$ cat config.mk
export PLATFORM = sky130hd
export DESIGN_NAME = fsr_status_ctrl
export DESIGN_NICKNAME = d
export VERILOG_FILES = /design/src/rtl/fsr_pkg.sv /design/src/rtl/fsr_protect_check.sv /design/src/rtl/fsr_busy_timer.sv /design/src/rtl/fsr_status_ctrl.sv
export SDC_FILE = /design/constraint.sdc
export NUM_CORES = 1
export LEC_CHECK = 0
export CAP_MARGIN = 20
export CORE_UTILIZATION = 55
export DETAILED_ROUTE_END_ITERATION = 10
export DONT_BUFFER_PORTS = 1
export GPL_TIMING_DRIVEN = 0
export PLACE_DENSITY_LB_ADDON = 0.15
export SLEW_MARGIN = 30
export SYNTH_ARGS = -nofsm -noshare
export SYNTH_HDL_FRONTEND = slang
export SYNTH_SLANG_ARGS = --single-unit
$ cat constraint.sdc
create_clock -name clk -period 1.7 [get_ports clk]
set_clock_uncertainty 0.05 [all_clocks]
set_input_delay 0.34 -clock clk [delete_from_list [all_inputs] [get_ports clk]]
set_output_delay 0.34 -clock clk [all_outputs]
set_load 0.05 [all_outputs]
$ cat src/rtl/fsr_pkg.sv
package fsr_pkg;

    localparam int ADDR_W = 18;
    localparam int SECT_W = 12;

    typedef struct packed {
        logic       wel;
        logic [1:0] bp;
        logic       bpl;
        logic       aai;
        logic       tsp;
        logic       bsp;
        logic       armed;
        logic       grant;
        logic       deny;
    } ctl_t;

endpackage

$ cat src/rtl/fsr_protect_check.sv
module fsr_protect_check #(
    parameter int ADDR_W = 18,
    parameter int SECT_W = 12
) (
    input  logic [ADDR_W-1:0] addr,
    input  logic              chip,
    input  logic [1:0]        bp,
    input  logic              tsp,
    input  logic              bsp,
    output logic              prot
);
    localparam int HI_W = ADDR_W - SECT_W;

    logic [HI_W-1:0] sect_idx;
    logic            in_range;
    logic            top_sect;
    logic            bot_sect;

    always_comb begin
        sect_idx = addr[ADDR_W-1:SECT_W];
        top_sect = &sect_idx;
        bot_sect = ~|sect_idx;
        case (bp)
            2'b00:   in_range = 1'b0;
            2'b01:   in_range = &addr[ADDR_W-1:ADDR_W-2];
            2'b10:   in_range = addr[ADDR_W-1];
            default: in_range = 1'b1;
        endcase
        if (chip) prot = (bp != 2'b00) || tsp || bsp;
        else      prot = in_range || (tsp && top_sect) || (bsp && bot_sect);
    end
endmodule

$ cat src/rtl/fsr_busy_timer.sv
module fsr_busy_timer #(
    parameter int CYCLES = 6
) (
    input  logic clk,
    input  logic rst_n,
    input  logic start,
    output logic busy
);
    localparam int CNT_W = $clog2(CYCLES + 1);

    typedef struct packed {
        logic             busy;
        logic [CNT_W-1:0] cnt;
    } tmr_t;

    tmr_t tmr_d, tmr_q;

    always_comb begin
        tmr_d = tmr_q;
        if (start) begin
            tmr_d.busy = 1'b1;
            tmr_d.cnt  = CNT_W'(CYCLES - 1);
        end else if (tmr_q.busy) begin
            if (tmr_q.cnt == '0) tmr_d.busy = 1'b0;
            else                 tmr_d.cnt  = tmr_q.cnt - 1'b1;
        end
    end

    always_ff @(posedge clk or negedge rst_n) begin
        if (!rst_n) tmr_q <= '0;
        else        tmr_q <= tmr_d;
    end

    assign busy = tmr_q.busy;

    // busy holds while the count is not yet exhausted
    assert_busy_holds_R9: assert property (@(posedge clk) disable iff (!rst_n)
        (tmr_q.busy && tmr_q.cnt != '0) |=> tmr_q.busy);
endmodule

$ cat src/rtl/fsr_status_ctrl.sv
module fsr_status_ctrl
    import fsr_pkg::*;
#(
    parameter int OP_CYCLES = 6
) (
    input  logic              clk,
    input  logic              rst_n,
    input  logic              cmd_wren,
    input  logic              cmd_wrdi,
    input  logic              cmd_ewsr,
    input  logic              cmd_wrsr,
    input  logic [7:0]        wr_data,
    input  logic              op_req,
    input  logic              op_chip,
    input  logic              op_aai,
    input  logic [ADDR_W-1:0] op_addr,
    input  logic              lock_top_set,
    input  logic              lock_bot_set,
    input  logic              wp_n,
    output logic [7:0]        status,
    output logic [1:0]        lock_flags,
    output logic              op_grant,
    output logic              op_deny
);
    ctl_t ctl_d, ctl_q;
    logic busy;
    logic prot;
    logic other_cmd;
    logic sr_locked;

    fsr_protect_check #(.ADDR_W(ADDR_W), .SECT_W(SECT_W)) i_prot (
        .addr (op_addr),
        .chip (op_chip),
        .bp   (ctl_q.bp),
        .tsp  (ctl_q.tsp),
        .bsp  (ctl_q.bsp),
        .prot (prot)
    );

    fsr_busy_timer #(.CYCLES(OP_CYCLES)) i_timer (
        .clk   (clk),
        .rst_n (rst_n),
        .start (ctl_d.grant),
        .busy  (busy)
    );

    always_comb begin
        other_cmd = cmd_wren | cmd_wrdi | cmd_wrsr | op_req | lock_top_set | lock_bot_set;
        sr_locked = ctl_q.bpl && !wp_n;
        ctl_d       = ctl_q;
        ctl_d.grant = 1'b0;
        ctl_d.deny  = 1'b0;
        if (!busy) begin
            if (cmd_ewsr)       ctl_d.armed = 1'b1;
            else if (other_cmd) ctl_d.armed = 1'b0;

            if (cmd_wrdi) begin
                ctl_d.wel = 1'b0;
                ctl_d.aai = 1'b0;
            end else if (cmd_wren) begin
                ctl_d.wel = 1'b1;
            end else if (cmd_wrsr) begin
                if ((ctl_q.armed || ctl_q.wel) && !sr_locked) begin
                    ctl_d.bp  = wr_data[3:2];
                    ctl_d.bpl = wr_data[7];
                    ctl_d.wel = 1'b0;
                end
            end else if (op_req) begin
                if (ctl_q.wel && !prot) begin
                    ctl_d.grant = 1'b1;
                    if (op_aai && !op_chip) ctl_d.aai = 1'b1;
                    else                    ctl_d.wel = 1'b0;
                end else begin
                    ctl_d.deny = 1'b1;
                end
            end

            if (lock_top_set) ctl_d.tsp = 1'b1;
            if (lock_bot_set) ctl_d.bsp = 1'b1;
        end
    end

    always_ff @(posedge clk or negedge rst_n) begin
        if (!rst_n) begin
            ctl_q    <= '0;
            ctl_q.bp <= 2'b11;
        end else begin
            ctl_q <= ctl_d;
        end
    end

    assign status     = {ctl_q.bpl, ctl_q.aai, 2'b00, ctl_q.bp, ctl_q.wel, busy};
    assign lock_flags = {ctl_q.tsp, ctl_q.bsp};
    assign op_grant   = ctl_q.grant;
    assign op_deny    = ctl_q.deny;

    // nothing changes while busy
    assert_busy_freezes_R12: assert property (@(posedge clk) disable iff (!rst_n)
        busy |=> ($stable(ctl_q.bp) && $stable(ctl_q.bpl) && $stable(ctl_q.wel)));

    // a locked status register ignores writes
    assert_locked_sr_R4: assert property (@(posedge clk) disable iff (!rst_n)
        (cmd_wrsr && !wp_n && ctl_q.bpl) |=> ($stable(ctl_q.bp) && $stable(ctl_q.bpl)));

    // a refusal never starts the busy period
    assert_deny_no_busy_R10: assert property (@(posedge clk) disable iff (!rst_n)
        op_deny |-> !busy);

    // a plain grant leaves the write-enable latch cleared while busy
    assert_grant_clears_wel_R9: assert property (@(posedge clk) disable iff (!rst_n)
        (op_grant && !ctl_q.aai) |-> (busy && !ctl_q.wel));

    // a grant only follows a cycle with the latch set
    assert_grant_needs_wel_R8: assert property (@(posedge clk) disable iff (!rst_n)
        $rose(op_grant) |-> $past(ctl_q.wel));
endmodule

==> results of run 1 <==
## metal layers
metal / up-vias / part of all wire [%] / GRT usage [%]
met1: 275 / 43 / 27.3
met4: 0 / 1.5 / 12.5
met2: 29 / 47 / 30.5
met5: - / 0 / 0
li1: 293 / - / -
met3: 4 / 8.4 / 3.80
## registers in the layout, indices dropped and copies added, names as in the netlist
register,cells
i_timer.tmr_q,3
lock_flags,2
op_deny,1
ctl_q,1
op_grant,1
i_timer.busy,1
status,5
## worst register-to-register path: cells and delay by family (launching register included)
family / cells / cell delay (ns)
buf+inv: 2 / 0.21
mux: 1 / 0.31
flops: 1 / 0.40
compound gates: 1 / 0.09
simple gates: 1 / 0.38
## Yosys cell counts, drive strengths merged
cell type | number | area [um^2]
a221oi | 1 | 8.76
ha | 2 | 25.0
a21o | 3 | 25.0
buf | 11 | 86.3
nor4 | 1 | 6.26
or3 | 2 | 17.5
a31oi | 1 | 6.26
mux2 | 3 | 45.0
a311oi | 1 | 8.76
o31ai | 1 | 7.51
inv | 8 | 30.0
nand3 | 2 | 10.0
o211a | 1 | 10.0
a22o | 1 | 10.0
nand4 | 1 | 6.26
o2111ai | 1 | 15.0
nor3 | 3 | 15.0
o2111a | 1 | 11.3
nor2 | 1 | 3.75
a2bb2oi | 1 | 8.76
clkinv | 1 | 8.76
and3 | 1 | 7.51
dfstp | 2 | 52.6
o32ai | 1 | 8.76
nand2b | 2 | 12.5
dfrtp | 12 | 300
xnor2 | 1 | 8.76
o21ai | 6 | 30.0
nor4b | 2 | 17.5
a21oi | 2 | 10.0
nand2 | 3 | 11.3
conb | 1 | 3.75
## cell type report
class | count | area [um^2] | area share [%]
plain buffers | 11 | 86.3 | 9.73
clock buffers | 4 | 26.3 | 2.96
inverters | 9 | 38.8 | 4.37
multi-input cells | 47 | 354 | 39.9
flip-flops and latches | 14 | 353 | 39.8
well taps | 15 | 18.8 | 2.12
repair buffers | 1 | 10.0 | 1.13
## kinds of logic after synthesis
group | count (synthesis) | share of synthesized area, %
compound gates | 21 | 19.3
xor+xnor | 1 | 1.06
fa+ha+maj | 2 | 3.02
buf+inv | 20 | 15.1
flops | 14 | 42.6
mux | 3 | 5.44
other cells | 1 | 0.453
simple gates | 18 | 13.0
## per-stage QoR
stage | total power [uW] | hold WS (ns) | util, % | instance area, um^2 | std cells
final | 888 | 0.138 | 65.7 | 887 | 101
after global routing | 935 | 0.134 | 65.7 | 887 | 101
after CTS | 897 | 0.130 | 65.7 | 887 | 101
after detailed placement | 685 | -0.00524 | 63.0 | 851 | 96
after global placement | 681 | -0.00527 | 63.0 | 851 | 96
after floorplan | 659 | -0.00559 | - | 832 | 81
## worst paths after layout
check                                 to  slack, ns  depth (start not counted)
setup / recovery               status[7]       0.15                          5
hold / removal             lock_flags[1]       0.14                          1
setup reg to reg               status[7]       0.15                          5
hold reg to reg                status[6]       0.48                          2
max in group asynchronous       op_grant       0.72                          1
min in group asynchronous      status[7]       0.46                          1
## power by group through the flow
stage / Combinational [uW] / Clock (uW) / Sequential [uW]
final: 267 / 202 / 419
after detailed placement: 259 / 0 / 426
after CTS: 269 / 208 / 419
after global routing: 296 / 214 / 426
after global placement: 258 / 0 / 424
after floorplan: 242 / 0 / 416
## timing repair
item                                   CTS  global route
endpoints found under the hold margin   14             0
setup endpoints to repair                0             0
hold buffers                             1             0
==> key figures, run 1 <==
Global routing
  – Global-route wire length before repair: 2170 um
  – Total GRT Usage: 20.5%
  – Vias in the first global route: 523
  – Initial antenna violation count: 0
  – GRT overflow: 0
  – Largest net degree at the start of global routing: 15

Pwr
  – Sw frac: 34.9%
  – PwrDens: 1000 nW/um^2
  – Switching power: 310 uW
  – Clock share of power: 22.7%
  – Leakage: 0.000431 uW
  – Sequential power share: 47.2%
  – Internal: 578 uW
  – Combinational share of power: 30.1%
  – Maximum VDD drop: 0.592 mV

Detailed routing
  – Routed Antenna Nets: 0
  – Drt pass-1 iters: 4
  – WL final: 1530 um
  – DR vias/cell: 5.95
  – WL/cell: 15.2 um
  – Vias: 601
  – Residual DRC: 0
  – Iter 0 DRT Violations: 9

Min path
  – Min-delay worst type: in -> reg
  – Min-delay src: lock_top_set

Final layout
  – Layout cells sized above 1: 30.2%
  – Leading cell type in the layout, fill and taps excluded: dfrtp_1
  – # fillers: 113
  – Final nets: 127
  – Layout Area Growth over Synthesis: 7.10%
  – Commonest non-fill, non-tap cells in the layout: dfrtp_1, buf_4, inv_1
  – ANT cells: 0

CTS
  – CTS root buf: clkbuf_4
  – CTS tree: built
  – Worst-skew pair later-pin latency: 0.28 ns
  – CTS Buf Count: 3
  – CTS Buffer Depth: 2
  – PostCTS Resize Cnt: 0
  – CTS H-Tree Depth: 1
  – Postcts setup bufs: 0
  – Total clock sinks: 14
  – Clk slew on worst S/H paths: 0.09 ns

Timing
  – Final period utilization: 91.2%
  – Fmax: 0.645 GHz
  – Final Hold Fails: 0
  – Time the worst path needs with I/O delays and setup: 1.55 ns
  – PnR worst setup slack: 0.149 ns
  – Setup TNS: 0 ns
  – Slew Limit Fails: 0
  – Max_slew headroom: 57.2%
  – Final count of negative-setup-slack endpoints: 0
  – Actual slew at the worst max-slew pin: 0.640 ns
  – RSZ-0062 raised after global routing: false

Die
  – Die Width: 40.8 um
  – Die area: 1670 um^2
  – Initial Util: 61.4%
  – Num ports: 50
  – Row cnt: 13
  – Core area: 1350 um^2
  – Die Span Y: 40.8 um

Run status
  – Status: complete, no violations

Placement
  – GP Congestion: 0.708
  – Post-DP HPWL: 1170 um
  – Pre-CTS WS: 0.160 ns
  – Buffers on Ports: 0

Setup path
  – Bufs and invs on worst path: 2
  – WS Path Type: reg -> reg
  – Crit path launch: i_timer.busy
  – CP max stage delay: 0.40 ns
  – Peak fanout along the critical path: 10
  – Crit path DAT: 1.68 ns
  – Worst r2r src: i_timer.busy
  – Crit. End Element: flip-flop
  – CP Cell Sequence: buf_6, clkinv_4, o2111ai_2, or3_4, mux2_4
  – CP top delay family: flip-flops
  – Worst endpoint required time: 1.83 ns
  – Critical Path Source Type: flip-flop
  – CP max-delay cell: dfrtp_1

Synthesis
  – Number of distinct library cells after synthesis: 35
  – Mean post-synth cell area: 10.4 um^2
  – Sequential element share of the synthesized area: 42.6%
  – FF+latch count, synth: 14
  – Yosys warning count: 0
  – Syn Inst Count: 80
  – Mapped cell area: 828 um^2

Job
  – Max Cap Viol: 0
Power figures use the tool's default switching activity.
==> run 2, diff against run 1 <==
Settings changed: SYNTH_HIERARCHICAL from default to 1.
==> key figures, run 2 <==
Timing
  – Fmax: 0.532 GHz
  – Max_slew headroom: 58.2%
  – Time the worst path needs with I/O delays and setup: 1.88 ns
  – RSZ-0062 raised after global routing: true
  – Final Hold Fails: 0
  – Actual slew at the worst max-slew pin: 0.625 ns
  – PnR worst setup slack: -0.181 ns
  – Final period utilization: 111%
  – Final count of negative-setup-slack endpoints: 5
  – Slew Limit Fails: 0

Global routing
  – Global-route wire length before repair: 2390 um
  – Largest net degree at the start of global routing: 15
  – Vias in the first global route: 564
  – GRT overflow: 0
  – Initial antenna violation count: 0
  – Total GRT Usage: 23.0%

CTS
  – CTS H-Tree Depth: 1
  – CTS root buf: clkbuf_4
  – Worst-skew pair later-pin latency: 0.28 ns
  – Clk slew on worst S/H paths: 0.08 ns
  – Total clock sinks: 14
  – CTS Buf Count: 3
  – CTS tree: built
  – CTS Buffer Depth: 2

Pwr
  – Switching power: 623 uW
  – Maximum VDD drop: 0.981 mV
  – Sequential power share: 37.2%
  – PwrDens: 1540 nW/um^2
  – Internal: 876 uW
  – Leakage: 0.000443 uW
  – Sw frac: 41.6%
  – Clock share of power: 15.7%
  – Combinational share of power: 47.1%

Die
  – Row cnt: 13
  – Die Span Y: 41.0 um
  – Die Width: 41.0 um
  – Initial Util: 61.9%
  – Core area: 1350 um^2
  – Die area: 1680 um^2
  – Num ports: 50

Detailed routing
  – WL final: 1600 um
  – Drt pass-1 iters: 4
  – Vias: 627
  – Residual DRC: 0
  – Routed Antenna Nets: 0
  – DR vias/cell: 5.81
  – WL/cell: 14.8 um
  – Iter 0 DRT Violations: 11

Synthesis
  – Number of distinct library cells after synthesis: 35
  – EDFF count, synth: 0
  – Post-synth top flop: dfrtp_1
  – Mapped cell area: 836 um^2
  – Post-synth ARST share: 100%
  – Syn Inst Count: 82
  – Top cells by count, synth: dfrtp_1, buf_4, inv_1, nor2_1, nand3_1
  – FF+latch count, synth: 14
  – Synth top area share: 35.9%
  – Largest cells by area after synthesis: dfrtp_1, buf_4, dfstp_2
  – Area leader, netlist: dfrtp_1
  – Mean post-synth cell area: 10.2 um^2
  – Cell with the most instances after synthesis: dfrtp_1
  – Yosys warning count: 6
  – Sequential element share of the synthesized area: 42.2%

Setup path
  – Crit. End Element: flip-flop
  – Crit path launch: lock_flags[0]
  – Peak fanout along the critical path: 6
  – Worst endpoint required time: 1.82 ns
  – Critical Path Source Type: flip-flop
  – Crit path DAT: 2.00 ns
  – WS Path Type: reg -> reg
  – Worst r2r src: lock_flags[0]

Final layout
  – Layout Area Growth over Synthesis: 16.8%
  – ANT cells: 0
  – Final nets: 134
  – Layout cells sized above 1: 34.4%
  – Commonest non-fill, non-tap cells in the layout: buf_4, dfrtp_1, inv_1
  – Design Area, Final: 976 um^2
  – # fillers: 105
  – Leading cell type in the layout, fill and taps excluded: buf_4
  – Largest register FFs: 5

Placement
  – Buffers on Ports: 0
  – GP Congestion: 0.744
  – Post-Place Cell Area: 861 um^2
  – Post-DP HPWL: 1180 um
  – Pre-CTS WS: -0.272 ns

Run status
  – Violated checks: negative setup slack
  – Status: finished, violations left

Job
  – Max Cap Viol: 0

Min path
  – Min-delay worst type: in -> reg
  – Min-delay src: cmd_wrdi
run 2: cell count changes after synthesis, moves of 3 or more:
| cell | before | now |
|---|---|---|
| nor2b_1 | 0 | 3 |
| o21ai_0 | 6 | 1 |
| mux2_1 | 0 | 3 |
| nor2_1 | 1 | 6 |
| mux2_4 | 3 | 0 |
run 2: per-layer routing:
layer | track usage (%) | wire length [um]
met1 | 28.2 | 722
met2 | 36.7 | 768
met3 | 5.43 | 97
met4 | 12.5 | 12
met5 | 0 | 0
run 2: power groups by stage:
stage                     sequential [uW]  clock, uW  combinational [uW]
after detailed placement              562          0                 628
after floorplan                       534          0                 579
after CTS                             561        246                 648
after global placement                557          0                 609
final                                 557        236                 706
after global routing                  575        255                 756
run 2: kinds of logic (layout without fill, tap and decap cells):
logic type	Yosys count	count (layout)	synth area share, %
DFF	14	14	42.2
AOI/OAI and AO/OA	14	14	12.4
muxes	4	4	5.24
buffers and inverters	16	26	11.7
and+or+nand+nor	31	31	25.0
other	1	2	0.449
adders and majority gates	2	2	2.99
run 2: worst paths after layout:
path,to,slack (ns),cells past startpoint
max,i_timer/busy,-0.18,7
min,status[6],0.09,1
max reg2reg,i_timer/busy,-0.18,7
min reg2reg,i_timer/tmr_q[2],0.46,1
max in group asynchronous,i_timer/busy,0.70,1
min in group asynchronous,lock_flags[0],0.46,1
run 2: through the flow:
step                      hold slack, ns  cells  power [uW]  util, %  TNS (ns)
after floorplan                 -0.00559     83        1110        -    -0.301
after global placement          -0.00533     98        1170     63.8    -0.816
after detailed placement        -0.00532     98        1190     63.8     -1.22
after CTS                         0.0824    104        1460     69.6    -0.695
after global routing              0.0749    108        1590     72.3     -1.29
final                             0.0886    108        1500     72.3    -0.622
run 2: repair_timing:
action / in CTS / in global routing
setup buffers: 1 / 4
setup endpoints to repair: 9 / 11
gates resized for setup: 4 / 4
hold buffers: 1 / 0
endpoints found under the hold margin: 14 / 0
run 2: layout make-up:
type | instances | area [um^2] | share of cell area [%]
multi-input cells | 53 | 422 | 43.2
flip-flops and latches | 14 | 354 | 36.3
plain buffers | 10 | 75.1 | 7.69
repair buffers | 6 | 47.5 | 4.87
clock buffers | 4 | 36.3 | 3.72
inverters | 6 | 22.5 | 2.31
well taps | 15 | 18.8 | 1.92
run 2: critical path, stage by stage, from the launching register on:
cell,delay (ns)
dfrtp_1,0.36
or4b_4,0.48
nor4_4,0.15
nor4_1,0.08
a31oi_1,0.19
nand2b_4,0.18
nor2_4,0.06
or2_1,0.22
